**config.mk**
```make
export PLATFORM = sky130hd
export DESIGN_NAME = seg_addr_unit
export DESIGN_NICKNAME = d
export VERILOG_FILES = /design/src/rtl/agu_pkg.sv /design/src/rtl/agu_seg_base_file.sv /design/src/rtl/agu_seg_select.sv /design/src/rtl/agu_ptr_seq.sv /design/src/rtl/seg_addr_unit.sv
export SDC_FILE = /design/constraint.sdc
export NUM_CORES = 1
export LEC_CHECK = 0
export BUFFER_PORTS_ARGS = -buffer_cell sky130_fd_sc_hd__buf_4
export CAP_MARGIN = 20
export CORE_MARGIN = 1.5
export CORE_UTILIZATION = 45
export DETAILED_ROUTE_END_ITERATION = 7
export PLACE_DENSITY = 0.69
export SYNTH_ARGS = -nofsm -noshare
export SYNTH_HDL_FRONTEND = slang
export SYNTH_HIERARCHICAL = 1
export SYNTH_SLANG_ARGS = --single-unit
```
**constraint.sdc**
```tcl
create_clock -name clk -period 6.2 [get_ports clk]
set_input_delay 1.24 -clock clk [delete_from_list [all_inputs] [get_ports clk]]
set_output_delay 1.24 -clock clk [all_outputs]
set_load 0.05 [all_outputs]
```
**src/rtl/agu_pkg.sv**
```systemverilog
// Shared encodings for the segmented address generation unit.
// Assumes segment numbers fit in three bits.
package agu_pkg;
    localparam int NUM_SEG = 6;

    typedef enum logic [2:0] {
        SEG_CODE  = 3'd0,
        SEG_DATA  = 3'd1,
        SEG_STACK = 3'd2,
        SEG_EXTRA = 3'd3,
        SEG_AUX0  = 3'd4,
        SEG_AUX1  = 3'd5
    } seg_e;

    typedef enum logic [2:0] {
        OP_IDLE   = 3'd0,
        OP_FETCH  = 3'd1,
        OP_MEM    = 3'd2,
        OP_PUSH   = 3'd3,
        OP_POP    = 3'd4,
        OP_STRING = 3'd5
    } op_e;
endpackage

```
**src/rtl/agu_seg_base_file.sv**
```systemverilog
// Holds one base address per segment. The code base is written only by
// the control-transfer path; the other bases only by the explicit load.
// Assumes rd_sel is always a valid segment number (0..NSEG-1).
module agu_seg_base_file #(
    parameter int AW   = 32,
    parameter int NSEG = agu_pkg::NUM_SEG
) (
    input  logic          clk,
    input  logic          rst_n,
    input  logic          wr_en,
    input  logic [2:0]    wr_sel,
    input  logic [AW-1:0] wr_base,
    input  logic          cs_load,
    input  logic [AW-1:0] cs_base,
    input  logic [2:0]    rd_sel,
    output logic [AW-1:0] rd_base,
    output logic [AW-1:0] code_base
);
    import agu_pkg::*;

    logic [AW-1:0] bases [NSEG];

    for (genvar g = 0; g < NSEG; g++) begin : g_seg
        if (g == int'(SEG_CODE)) begin : g_code
            // Code base: loaded only on a control transfer.
            always_ff @(posedge clk) begin
                if (!rst_n)       bases[g] <= '0;
                else if (cs_load) bases[g] <= cs_base;
            end
        end else begin : g_data
            // Data/stack bases: loaded by the explicit load strobe.
            always_ff @(posedge clk) begin
                if (!rst_n)                                 bases[g] <= '0;
                else if (wr_en && (int'(wr_sel) == g))      bases[g] <= wr_base;
            end
        end
    end

    // Read port: pick the base of the selected segment.
    always_comb begin
        rd_base = bases[int'(SEG_DATA)];
        for (int i = 0; i < NSEG; i++)
            if (int'(rd_sel) == i) rd_base = bases[i];
    end

    assign code_base = bases[int'(SEG_CODE)];

    AST_CODE_HOLD: assert property (@(posedge clk) disable iff (!rst_n)
        !cs_load |=> $stable(code_base));
    AST_STACK_LOAD: assert property (@(posedge clk) disable iff (!rst_n)
        (wr_en && wr_sel == SEG_STACK) |=> bases[int'(SEG_STACK)] == $past(wr_base));
endmodule

```
**src/rtl/agu_seg_select.sv**
```systemverilog
// Chooses the segment for an access. Fetch uses code and stack
// operations use stack, with no override. Memory and string accesses
// take a valid override first, then the frame-base default, then data.
// Assumes the override code is meaningful only when it is below NSEG.
module agu_seg_select #(
    parameter int NSEG = agu_pkg::NUM_SEG
) (
    input  logic [2:0] op,
    input  logic       base_is_frame,
    input  logic       ovr_valid,
    input  logic [2:0] ovr_sel,
    output logic [2:0] sel
);
    import agu_pkg::*;

    logic ovr_ok;
    assign ovr_ok = ovr_valid && (int'(ovr_sel) < NSEG);

    // Implicit and override segment selection.
    always_comb begin
        case (op)
            OP_FETCH:        sel = SEG_CODE;
            OP_PUSH, OP_POP: sel = SEG_STACK;
            default: begin
                if (ovr_ok)             sel = ovr_sel;
                else if (base_is_frame) sel = SEG_STACK;
                else                    sel = SEG_DATA;
            end
        endcase
    end
endmodule

```
**src/rtl/agu_ptr_seq.sv**
```systemverilog
// Stack and instruction pointer registers. A push uses the decremented
// pointer and a pop uses the current one, incrementing afterwards.
// Assumes at most one of op_push and op_pop is high.
module agu_ptr_seq #(
    parameter int          AW       = 32,
    parameter int          LW       = 4,
    parameter logic [AW-1:0] SP_RESET = '0,
    parameter logic [AW-1:0] IP_RESET = '0
) (
    input  logic          clk,
    input  logic          rst_n,
    input  logic          op_push,
    input  logic          op_pop,
    input  logic          wide,
    input  logic          cs_load,
    input  logic [AW-1:0] ip_load_val,
    input  logic          ip_advance,
    input  logic [LW-1:0] ip_len,
    output logic [AW-1:0] sp_q,
    output logic [AW-1:0] ip_q,
    output logic [AW-1:0] sp_dec
);
    logic [AW-1:0] step;
    logic [AW-1:0] sp_inc;

    assign step   = wide ? AW'(4) : AW'(2);
    assign sp_dec = sp_q - step;
    assign sp_inc = sp_q + step;

    // Stack pointer: pre-decrement on push, post-increment on pop.
    always_ff @(posedge clk) begin
        if (!rst_n)       sp_q <= SP_RESET;
        else if (op_push) sp_q <= sp_dec;
        else if (op_pop)  sp_q <= sp_inc;
    end

    // Instruction pointer: control-transfer load wins over advance.
    always_ff @(posedge clk) begin
        if (!rst_n)          ip_q <= IP_RESET;
        else if (cs_load)    ip_q <= ip_load_val;
        else if (ip_advance) ip_q <= ip_q + AW'(ip_len);
    end

    AST_PUSH_DEC: assert property (@(posedge clk) disable iff (!rst_n)
        op_push |=> ($past(sp_q) - sp_q) == ($past(wide) ? AW'(4) : AW'(2)));
    AST_POP_INC: assert property (@(posedge clk) disable iff (!rst_n)
        op_pop |=> (sp_q - $past(sp_q)) == ($past(wide) ? AW'(4) : AW'(2)));
    AST_SP_HOLD: assert property (@(posedge clk) disable iff (!rst_n)
        (!op_push && !op_pop) |=> $stable(sp_q));
    AST_IP_LOAD: assert property (@(posedge clk) disable iff (!rst_n)
        cs_load |=> ip_q == $past(ip_load_val));
    AST_IP_HOLD: assert property (@(posedge clk) disable iff (!rst_n)
        (!cs_load && !ip_advance) |=> $stable(ip_q));
endmodule

```
**src/rtl/seg_addr_unit.sv**
```systemverilog
// Segmented address generation unit: picks a segment, adds its base to
// the offset the operation implies, and updates the stack and
// instruction pointers. Addresses are combinational from the current
// state and inputs. Assumes op is held for one cycle per operation.
module seg_addr_unit #(
    parameter int            AW       = 32,
    parameter int            LW       = 4,
    parameter int            DF_BIT   = 10,
    parameter logic [AW-1:0] SP_RESET = '0,
    parameter logic [AW-1:0] IP_RESET = 32'h0000_FFF0
) (
    input  logic          clk,
    input  logic          rst_n,
    input  logic          seg_wr_en,
    input  logic [2:0]    seg_wr_sel,
    input  logic [AW-1:0] seg_wr_base,
    input  logic          cs_load,
    input  logic [AW-1:0] cs_base_in,
    input  logic [AW-1:0] ip_load_val,
    input  logic          ip_advance,
    input  logic [LW-1:0] ip_len,
    input  logic [2:0]    op,
    input  logic          base_is_frame,
    input  logic          ovr_valid,
    input  logic [2:0]    ovr_sel,
    input  logic [AW-1:0] offset,
    input  logic [2:0]    acc_size,
    input  logic [AW-1:0] flags,
    output logic [AW-1:0] lin_addr,
    output logic          addr_valid,
    output logic [AW-1:0] str_ptr_next,
    output logic [AW-1:0] sp,
    output logic [AW-1:0] ip
);
    import agu_pkg::*;

    logic [2:0]    sel;
    logic [AW-1:0] seg_base;
    logic [AW-1:0] code_base;
    logic [AW-1:0] sp_dec;
    logic [AW-1:0] eff_off;
    logic          is_push;
    logic          is_pop;

    assign is_push = (op == OP_PUSH);
    assign is_pop  = (op == OP_POP);

    agu_seg_select #(.NSEG(NUM_SEG)) u_sel (
        .op            (op),
        .base_is_frame (base_is_frame),
        .ovr_valid     (ovr_valid),
        .ovr_sel       (ovr_sel),
        .sel           (sel)
    );

    agu_seg_base_file #(.AW(AW), .NSEG(NUM_SEG)) u_bases (
        .clk       (clk),
        .rst_n     (rst_n),
        .wr_en     (seg_wr_en),
        .wr_sel    (seg_wr_sel),
        .wr_base   (seg_wr_base),
        .cs_load   (cs_load),
        .cs_base   (cs_base_in),
        .rd_sel    (sel),
        .rd_base   (seg_base),
        .code_base (code_base)
    );

    agu_ptr_seq #(.AW(AW), .LW(LW), .SP_RESET(SP_RESET), .IP_RESET(IP_RESET)) u_ptr (
        .clk         (clk),
        .rst_n       (rst_n),
        .op_push     (is_push),
        .op_pop      (is_pop),
        .wide        (acc_size[2]),
        .cs_load     (cs_load),
        .ip_load_val (ip_load_val),
        .ip_advance  (ip_advance),
        .ip_len      (ip_len),
        .sp_q        (sp),
        .ip_q        (ip),
        .sp_dec      (sp_dec)
    );

    // Offset for the current operation.
    always_comb begin
        case (op)
            OP_FETCH: eff_off = ip;
            OP_PUSH:  eff_off = sp_dec;
            OP_POP:   eff_off = sp;
            default:  eff_off = offset;
        endcase
    end

    assign lin_addr   = seg_base + eff_off;
    assign addr_valid = (op >= OP_FETCH) && (op <= OP_STRING);

    // String pointer step under the direction flag.
    always_comb begin
        if (flags[DF_BIT]) str_ptr_next = offset - AW'(acc_size);
        else               str_ptr_next = offset + AW'(acc_size);
    end

    AST_FETCH_CODE: assert property (@(posedge clk) disable iff (!rst_n)
        (op == OP_FETCH) |-> lin_addr == code_base + ip);
endmodule

```
After elaboration in Yosys (flattened, before gate mapping) --
Memory sizes are Yosys's and may differ from the RTL's. Cells that the tools add are included.
Word-level totals: bits in registers 64, bits in latches 0, bits in writable memories 192, memory bits (read-only) 0, output and inout port bits 129, memories kept 1
Operators by class: $add $sub $neg 6, multipliers 0, divide/modulo/power cells 0, $lt $le $gt $ge 3, equality and inequality tests 13, shifts and indexed selects 0, muxes and demuxes 41, bitwise operators 6, reductions and logical operators 11
Memory list:
- u_bases.bases | words 6, width 32, rd ports 6, clocked after memory_dff 0, write ports 6, RTL line agu_seg_base_file.sv:21 | logic [AW-1:0] bases [NSEG];
Operators with widths (number):
- 32-bit two-way mux | 17
- 32-bit case mux with 3 select lines | 1
- 32-bit adder | 2
- 32-bit by 3-bit adder with 32-bit output | 1
- 32-bit by 4-bit adder with 32-bit output | 1
- 32-bit by 3-bit subtractor with 32-bit output | 1
- 32-bit subtractor | 1
- 3-bit equality test (second input constant) | 9
- 1-bit two-way mux | 19
- 3-bit by 2-bit equality test with 1-bit output (second input constant) | 3
- 1-bit logical AND | 7
- 3-bit two-way mux | 2
- 1-bit bitwise OR | 6
- 3-bit case mux with 2 select lines | 1
- 2-bit nonzero test | 2
- 3-bit by 1-bit equality test with 1-bit output (second input constant) | 1
- 3-bit by 1-bit greater-or-equal comparator with 1-bit output (second input constant) | 1
- 3-bit <= comparator (second input constant) | 1
- 3-bit zero test | 1
- 3-bit less-than comparator (second input constant) | 1
- 2-bit two-way mux | 1
- 2-bit OR reduction | 1

Depth between registers and ports, before layout --
Gate-level depths: netlist of the first run.
depth after elaboration 12, mapped depth 20, gate-level depth less buffers 18

Hierarchy --
Netlist of the first run, hierarchy kept.
Modules (own cells, without submodules):
- agu_seg_base_file | instances 1, cells each 682, area an instance 9062.4 um^2
- seg_addr_unit | instances 1, cells each 677, area an instance 4594.4 um^2
- agu_ptr_seq | instances 1, cells each 578, area an instance 4546.9 um^2
- agu_seg_select | instances 1, cells each 11, area an instance 76.3 um^2

Worst setup path after synthesis of the first run --
OpenSTA, ideal clock, no wires.
kind input to output, start point in acc_size[2], end point out lin_addr[25], data arrival time 5.753 ns, data required time 4.960 ns, path slack -0.793 ns, stages 17, buffers on the path 1, cell sequence inv_1 -> ha_1 -> fa_1 -> or4b_4 -> buf_4 -> nor4_1 -> xor2_1 -> a21oi_1 -> a21oi_1 -> a21o_1 -> ha_1 -> nand3_1 -> a2111oi_2 -> o21bai_2 -> a21boi_2 -> nor4b_1 -> a311oi_1
On the way: cells in the longest elaborated chain, start to end 4
Ends and longest elaborated chain:
- start, declared | RTL line seg_addr_unit.sv:27 | input logic [2:0] acc_size,
- 3-bit two-way mux | RTL line agu_ptr_seq.sv:26 | assign step = wide ? AW'(4) : AW'(2);
- 32-bit subtractor | RTL line agu_ptr_seq.sv:27 | assign sp_dec = sp_q - step;
- named net sp_dec[9] | RTL line seg_addr_unit.sv:40 | logic [AW-1:0] sp_dec;
- 32-bit case mux with 3 select lines | RTL line seg_addr_unit.sv:86 | case (op)
- 32-bit adder | RTL line seg_addr_unit.sv:94 | assign lin_addr = seg_base + eff_off;
- end, declared | RTL line seg_addr_unit.sv:29 | output logic [AW-1:0] lin_addr,
The timed path passes the listed nets, and every way through them passes these cells.

Worst setup path in the final report of the first run --
start point in op[2], end point out lin_addr[26]
On the way: cells in the longest elaborated chain, start to end 11, elaborated cells between the ends (all ways) 19, those cells by class add/sub (1); eq/ne (8); mux (8); reduce/logical (2)
Ends and longest elaborated chain:
- start, declared | RTL line seg_addr_unit.sv:22 | input logic [2:0] op,
- 3-bit by 2-bit equality test with 1-bit output / 3-bit equality test (equally long branches) | RTL line agu_seg_select.sv:21 | case (op)
- 2-bit OR reduction
- 3-bit case mux with 2 select lines * | RTL line agu_seg_select.sv:21
- named net sel[0] | RTL line seg_addr_unit.sv:37 | logic [2:0] sel;
- 3-bit zero test | RTL line agu_seg_base_file.sv:43 | if (int'(rd_sel) == i) rd_base = bases[i];
- 32-bit two-way mux (5 in a row) | RTL line agu_seg_base_file.sv:43
- 32-bit two-way mux * | RTL line agu_seg_base_file.sv:43
- named net seg_base[2] | RTL line seg_addr_unit.sv:38 | logic [AW-1:0] seg_base;
- 32-bit adder * | RTL line seg_addr_unit.sv:94
The timed path passes the listed nets; every way through them passes the cells marked *.

==> metrics.txt, run 1 <==
outcome finished, violations left; failing checks setup timing; slew at the pin closest to its max-slew limit 1.01 ns; VDD IR-drop max 0.267 mV; Post-Route WL 65000 um; number of antenna violations at the first check in global routing 0; Setup-failing EPs final 16; HPWL Detailed 46800 um; clock transition at the registers of the reported paths 0.07 ns; maximum number of pins on one net before global-route repair 69; worst-case hold path end point u_ptr/sp_q[31]; site row count 73; R2R cell count 11; Inserted Clock Buffers 28; arrival time of data at the critical path endpoint 5.16 ns; width of the chip 203 um; clock insertion delay at the later pin of the skew report 0.58 ns; total number of vias 17300; routed wire length per instance 22.4 um; setup repair after global routing missed its margin yes; setup slack of the worst register-to-register path 3.25 ns; Final Max Slew Viols 0; FF-to-FF Start u_ptr/sp_q[1]; power density cells 306 mW/mm^2; post-synthesis instance area 0.0180 sq mm; Max Cap Viol 0; die outline area 0.0413 sq mm; endpoint type of the worst setup path output pin; Crit Reg-Reg Endpoint u_ptr/sp_q[31]; Sum Neg Setup Slack -2.00 ns; Residual DRC 0; Pre-antenna DRT Iters 7; post-synthesis area per instance 9.42 sq um; Leakage 10.3 nW; Final Cycle Share 103%; Rel. slew slack 32.5%; iteration-0 DRC count of the detailed router 1389; Placement Setup Slack -0.574 ns; Synth Warn # 6; initial cell density of the core 45.5%; maximum fanout along the worst path 7; Clock Sinks 255; port bufs 279; I/O pin total 312; gp weighted congestion 0.935; minimum clock period after layout 6.40 ns; startpoint of the lowest-slack hold path u_ptr/sp_q[31]; Worst Setup Start Kind input pin; H-Tree Level Count 1; remaining number of nets flagged by the antenna check after routing 0; via count of the first global-routing pass 16900; Worst Hold Slack 0.534 ns; Clk Tree Root Cell clkbuf_16; global router's overall resource usage 30.1%; number of hold-slack violations in the final timing report 0; Required @ worst endpoint 4.96 ns; final setup skew 0.00935 ns; Synth Instances 1916; worst setup path category input pin to output pin; worst hold-check path type register to register; first-pass GRT wire length 96800 um; share of final-layout standard cells stronger than drive strength 1 33.7%; via-per-instance ratio 5.96; hold-fix buffer count after cts 0; Achievable Freq 156 MHz; total number of nets in the final design 2617; Hold Path Cell Cnt 2; P&R area growth vs syn 37.8%; maximum clock insertion buffer count 3; clock tree from TritonCTS done; remaining global-route overflow 0; placeable core area 0.0396 sq mm; overall die height 203 um; setup slack of the critical path after layout -0.198 ns
==> placed cells by master (no fill, tap or decap), types with 33 or more instances in the layout <==
| cell type | instances |
|---|---|
| and3_1 | 46 |
| mux2i_1 | 80 |
| a21oi_1 | 131 |
| buf_6 | 49 |
| nand3_1 | 41 |
| edfxtp_1 | 192 |
| buf_4 | 472 |
| xnor2_1 | 40 |
| nor3_1 | 38 |
| xor2_1 | 46 |
| ha_1 | 52 |
| nor2_1 | 91 |
| dfxtp_1 | 63 |
| nand2_1 | 88 |
| inv_1 | 43 |
| a21o_1 | 55 |
| and2_1 | 168 |
| o22ai_1 | 33 |
| o21ai_0 | 46 |
| nor2b_1 | 35 |
==> power breakdown <==
| group | switching, mW | internal [mW] |
|---|---|---|
| registers | 0.0943 | 1.95 |
| logic | 2.30 | 1.64 |
| clock network | 0.690 | 0.936 |
==> registers in the layout (all words and copies together) (netlist names) <==
signal and cells:
u_bases/bases 192, u_ptr/sp_q 31, u_ptr/ip_q 32
==> worst max-delay path, cell delays in order <==
cell and delay (ns):
buf_8 0.11, nor3b_4 0.15, buf_6 0.12, a2111oi_4 0.34
buf_6 0.17, buf_12 0.13, nand3b_1 0.13, buf_6 0.16
buf_8 0.13, o22ai_4 0.18, nor3_2 0.07, ha_1 0.33
nor2b_4 0.15, o31a_1 0.32, o31ai_4 0.30, o311ai_2 0.14
a221o_2 0.46, a21oi_4 0.22, xnor2_4 0.14, buf_6 0.17
==> through the flow <==
step	power [mW]	utilization [%]	cells	cell area, sq um
2_1_floorplan	4.19	-	1917	18300
3_3_place_gp	5.42	56.2	2810	22300
3_5_place_dp	5.46	56.2	2810	22300
4_1_cts	7.44	61.6	2895	24400
5_1_grt	7.90	62.7	2901	24900
6_report	7.62	62.7	2902	24900
==> what timing repair did <==
item | in CTS | in global routing
gates cloned | 4 | 0
endpoints found under the setup margin | 22 | 24
pin swaps | 63 | 58
resized for setup | 179 | 80
buffers inserted | 32 | 12
==> layout make-up <==
cell class,count,area [sq um]
fillers,3214,14800
multi-input cells,1480,11500
flip-flops and latches,255,7030
repair buffers,545,4580
clock buffers,38,792
well taps,525,657
inverters,47,184
clock inverters,11,104
diodes,1,2.50
==> worst max-delay path by stage <==
stage / startpoint / endpoint / slack, ns / depth (start not counted)
finish: op[2] / lin_addr[26] / -0.20 / 20
global route: op[2] / lin_addr[31] / -0.28 / 22
CTS: op[2] / lin_addr[26] / -0.17 / 20
detailed placement: ovr_valid / lin_addr[28] / -0.57 / 20
global placement: acc_size[2] / lin_addr[26] / -0.53 / 20
floorplan: acc_size[2] / lin_addr[25] / -0.10 / 17
==> routing by layer <==
layer,share of wire (%),global-route usage [%],vias up
li1,-,-,8009
met1,40,37.7,8456
met2,49,52.2,696
met3,6.8,4.28,128
met4,4.0,12.3,0
met5,0,0,-
(Power assumes the default switching activity.)
==> inputs of run 2 (changes only) <==
Settings changed: CORE_UTILIZATION 45 to 40, PLACE_DENSITY 0.69 to 0.62.
==> run 2 against run 1 <==
Net effect: wire length rose by 2.8%; the flow still finishes with violations (setup timing); cell area rose by 1.6%; worst hold slack improved by 0.0095 ns; utilization fell by 5.7 points; die area rose by 12%; via count fell by 0.93%; clock-buffer cell count fell by 5; cell count rose by 3.5%; clock power rose by 12%.
==> metrics.txt, run 2 (same netlist as run 1, synthesis figures left out) <==
outcome finished, violations left; failing checks setup timing; remaining global-route overflow 0 (unchanged); worst hold-check path type register to register; commonest non-fill, non-tap cells in the layout buf_4 (506), edfxtp_1 (192), and2_1 (168); endpoint type of the worst setup path output pin; port bufs 279 (unchanged); Placement Setup Slack -0.803 ns (-0.229 ns); FF-to-FF Start u_ptr/sp_q[1]; number of flip-flops in the largest register 192 (unchanged); Clk Tree Root Cell clkbuf_16; Final Max Slew Viols 0 (unchanged); I/O pin total 312 (unchanged); total number of nets in the final design 2651 (+1.3%); clock transition at the registers of the reported paths 0.07 ns (about the same); final antenna diode count 0 (-1); Sw Share 39.8% (-0.65 points); number of antenna violations at the first check in global routing 0 (unchanged); Max Cap Viol 0 (unchanged); maximum fanout along the worst path 4 (-3); HPWL Detailed 48100 um (+2.7%); Leakage 10.5 nW (+2.0%); power density cells 313 mW/mm^2 (+2.1%); via-per-instance ratio 5.70 (-4.3%); routed wire length per instance 22.2 um (-0.73%); worst-case hold path end point u_ptr/sp_q[31]; slew at the pin closest to its max-slew limit 1.00 ns (-0.00878 ns); R2R cell count 9 (-2); global router's overall resource usage 27.5% (-2.7 points); worst setup path category input pin to output pin; Achievable Freq 155 MHz (-1.1%); power spent charging and discharging nets 3.14 mW (+2.1%); P&R area growth vs syn 40.1%; width of the chip 215 um (+6.0%); combinational share of power 51.0% (-0.7 points); maximum number of pins on one net before global-route repair 66 (-4.3%); setup repair after global routing missed its margin yes; first-pass GRT wire length 98500 um (+1.8%); number of hold-slack violations in the final timing report 0 (unchanged); Setup-failing EPs final 21 (+5); Worst Hold Slack 0.543 ns (+0.00949 ns); initial cell density of the core 40.7% (-4.8 points); final setup skew 0.00958 ns (+0.000231 ns); clock share of power 23.1% (+1.7 points); design internal power 4.76 mW (+4.9%); placeable core area 0.0443 sq mm (+12%); VDD IR-drop max 0.247 mV (-7.6%); Hold Path Cell Cnt 2 (unchanged); count of fill cells added during filler insertion 3876 (+21%); leading registers by flop count u_bases/bases: 192 flops, u_ptr/ip_q: 32 flops, u_ptr/sp_q: 31 flops; Worst Setup Start Kind input pin; site row count 77 (+5.5%); Rel. slew slack 32.8% (+0.30 points); Clock Sinks 255 (unchanged); Crit Reg-Reg Endpoint u_ptr/sp_q[31]; iteration-0 DRC count of the detailed router 1213 (-13%); remaining number of nets flagged by the antenna check after routing 0 (unchanged); overall die height 215 um (+6.0%); Inserted Clock Buffers 29 (+3.6%); register with the highest flop count u_bases/bases; minimum clock period after layout 6.47 ns (+0.0697 ns); relative contribution of sequential cells to total power 25.9% (-1.0 points); Residual DRC 0 (unchanged); via count of the first global-routing pass 17000 (+0.38%); setup slack of the critical path after layout -0.268 ns (-0.0697 ns); total number of vias 17100 (-0.93%); gp weighted congestion 0.930 (-0.48%); Required @ worst endpoint 4.96 ns (about the same); maximum clock insertion buffer count 3 (unchanged); Pre-antenna DRT Iters 6 (-1); Post-Route WL 66900 um (+2.8%); clock insertion delay at the later pin of the skew report 0.57 ns (about the same); arrival time of data at the critical path endpoint 5.23 ns (+0.07 ns); Final Cycle Share 104% (+1.1 points); H-Tree Level Count 1 (unchanged); die outline area 0.0464 sq mm (+12%); clock tree from TritonCTS done; share of final-layout standard cells stronger than drive strength 1 34.6% (+0.93 points); startpoint of the lowest-slack hold path u_ptr/sp_q[31]; setup slack of the worst register-to-register path 3.44 ns (+0.19 ns); leading cell type in the layout, fill and taps excluded buf_4
-- run 2: what timing repair did --
item | 4_1_cts | 5_1_grt
hold buffers | 0 | 0
pin swaps | 66 | 85
setup buffers | 40 | 23
setup endpoints to repair | 27 | 24
gates resized for setup | 161 | 113
cloned | 1 | 1
-- run 2: worst max-delay path: stages --
cell and delay (ns):
buf_6 0.10, a21bo_4 0.25, a2111oi_4 0.36, buf_6 0.19
buf_6 0.12, buf_12 0.09, buf_6 0.08, mux2i_1 0.08
a22o_1 0.26, nor3_2 0.14, ha_2 0.24, inv_2 0.04
fa_2 0.36, nor2b_4 0.13, o31a_1 0.19, buf_6 0.13
nor2_2 0.03, o31a_1 0.35, o21bai_2 0.23, a21oi_2 0.10
xnor2_2 0.29, buf_6 0.21
-- run 2: worst max-delay path by stage --
stage	startpoint	endpoint	cells after the start
after CTS	ovr_valid	lin_addr[25]	23
final	ovr_sel[1]	lin_addr[16]	22
after detailed placement	ovr_valid	lin_addr[30]	20
after global placement	ovr_valid	lin_addr[30]	20
after global routing	op[2]	lin_addr[22]	26
after floorplan	acc_size[2]	lin_addr[25]	17
-- run 2: metal layers --
metal  wire (um)  global-route usage [%]  vias to the layer above
met5           0                       0                        -
met4        3090                    12.2                        0
met3        3810                    3.75                      148
met2       32200                    46.8                      610
met1       27800                    34.6                     8294
li1            -                       -                     8076
-- run 2: through the flow --
| step | area, sq um | TNS (ns) | util [%] | power, mW | instances |
|---|---|---|---|---|---|
| after global placement | 22400 | -11.10 | 50.6 | 5.48 | 2897 |
| final | 25300 | -3.68 | 57.0 | 7.90 | 3005 |
| after floorplan | 18300 | -0.428 | - | 4.19 | 1917 |
| after CTS | 24600 | -2.26 | 55.4 | 7.67 | 2989 |
| after detailed placement | 22400 | -11.93 | 50.6 | 5.51 | 2897 |
| after global routing | 25300 | -5.79 | 57.0 | 8.20 | 3005 |
-- run 2: final cells by class --
class | instances | area (sq um) | area share (%)
Inverter | 47 | 181 | 0.718
Tap cell | 592 | 741 | 2.93
Clock inverter | 20 | 255 | 1.01
Multi-Input combinational cell | 1480 | 11600 | 45.8
Sequential cell | 255 | 7030 | 27.8
Clock buffer | 33 | 741 | 2.93
Timing Repair Buffer | 578 | 4750 | 18.8
-- run 2: power by group through the flow --
| stage | clock network (mW) | registers [mW] | logic (mW) |
|---|---|---|---|
| CTS | 1.84 | 2.05 | 3.78 |
| finish | 1.82 | 2.05 | 4.03 |
| global placement | 0 | 2.08 | 3.41 |
| floorplan | 0 | 2.14 | 2.05 |
| detailed placement | 0 | 2.08 | 3.43 |
| global route | 1.92 | 2.06 | 4.22 |
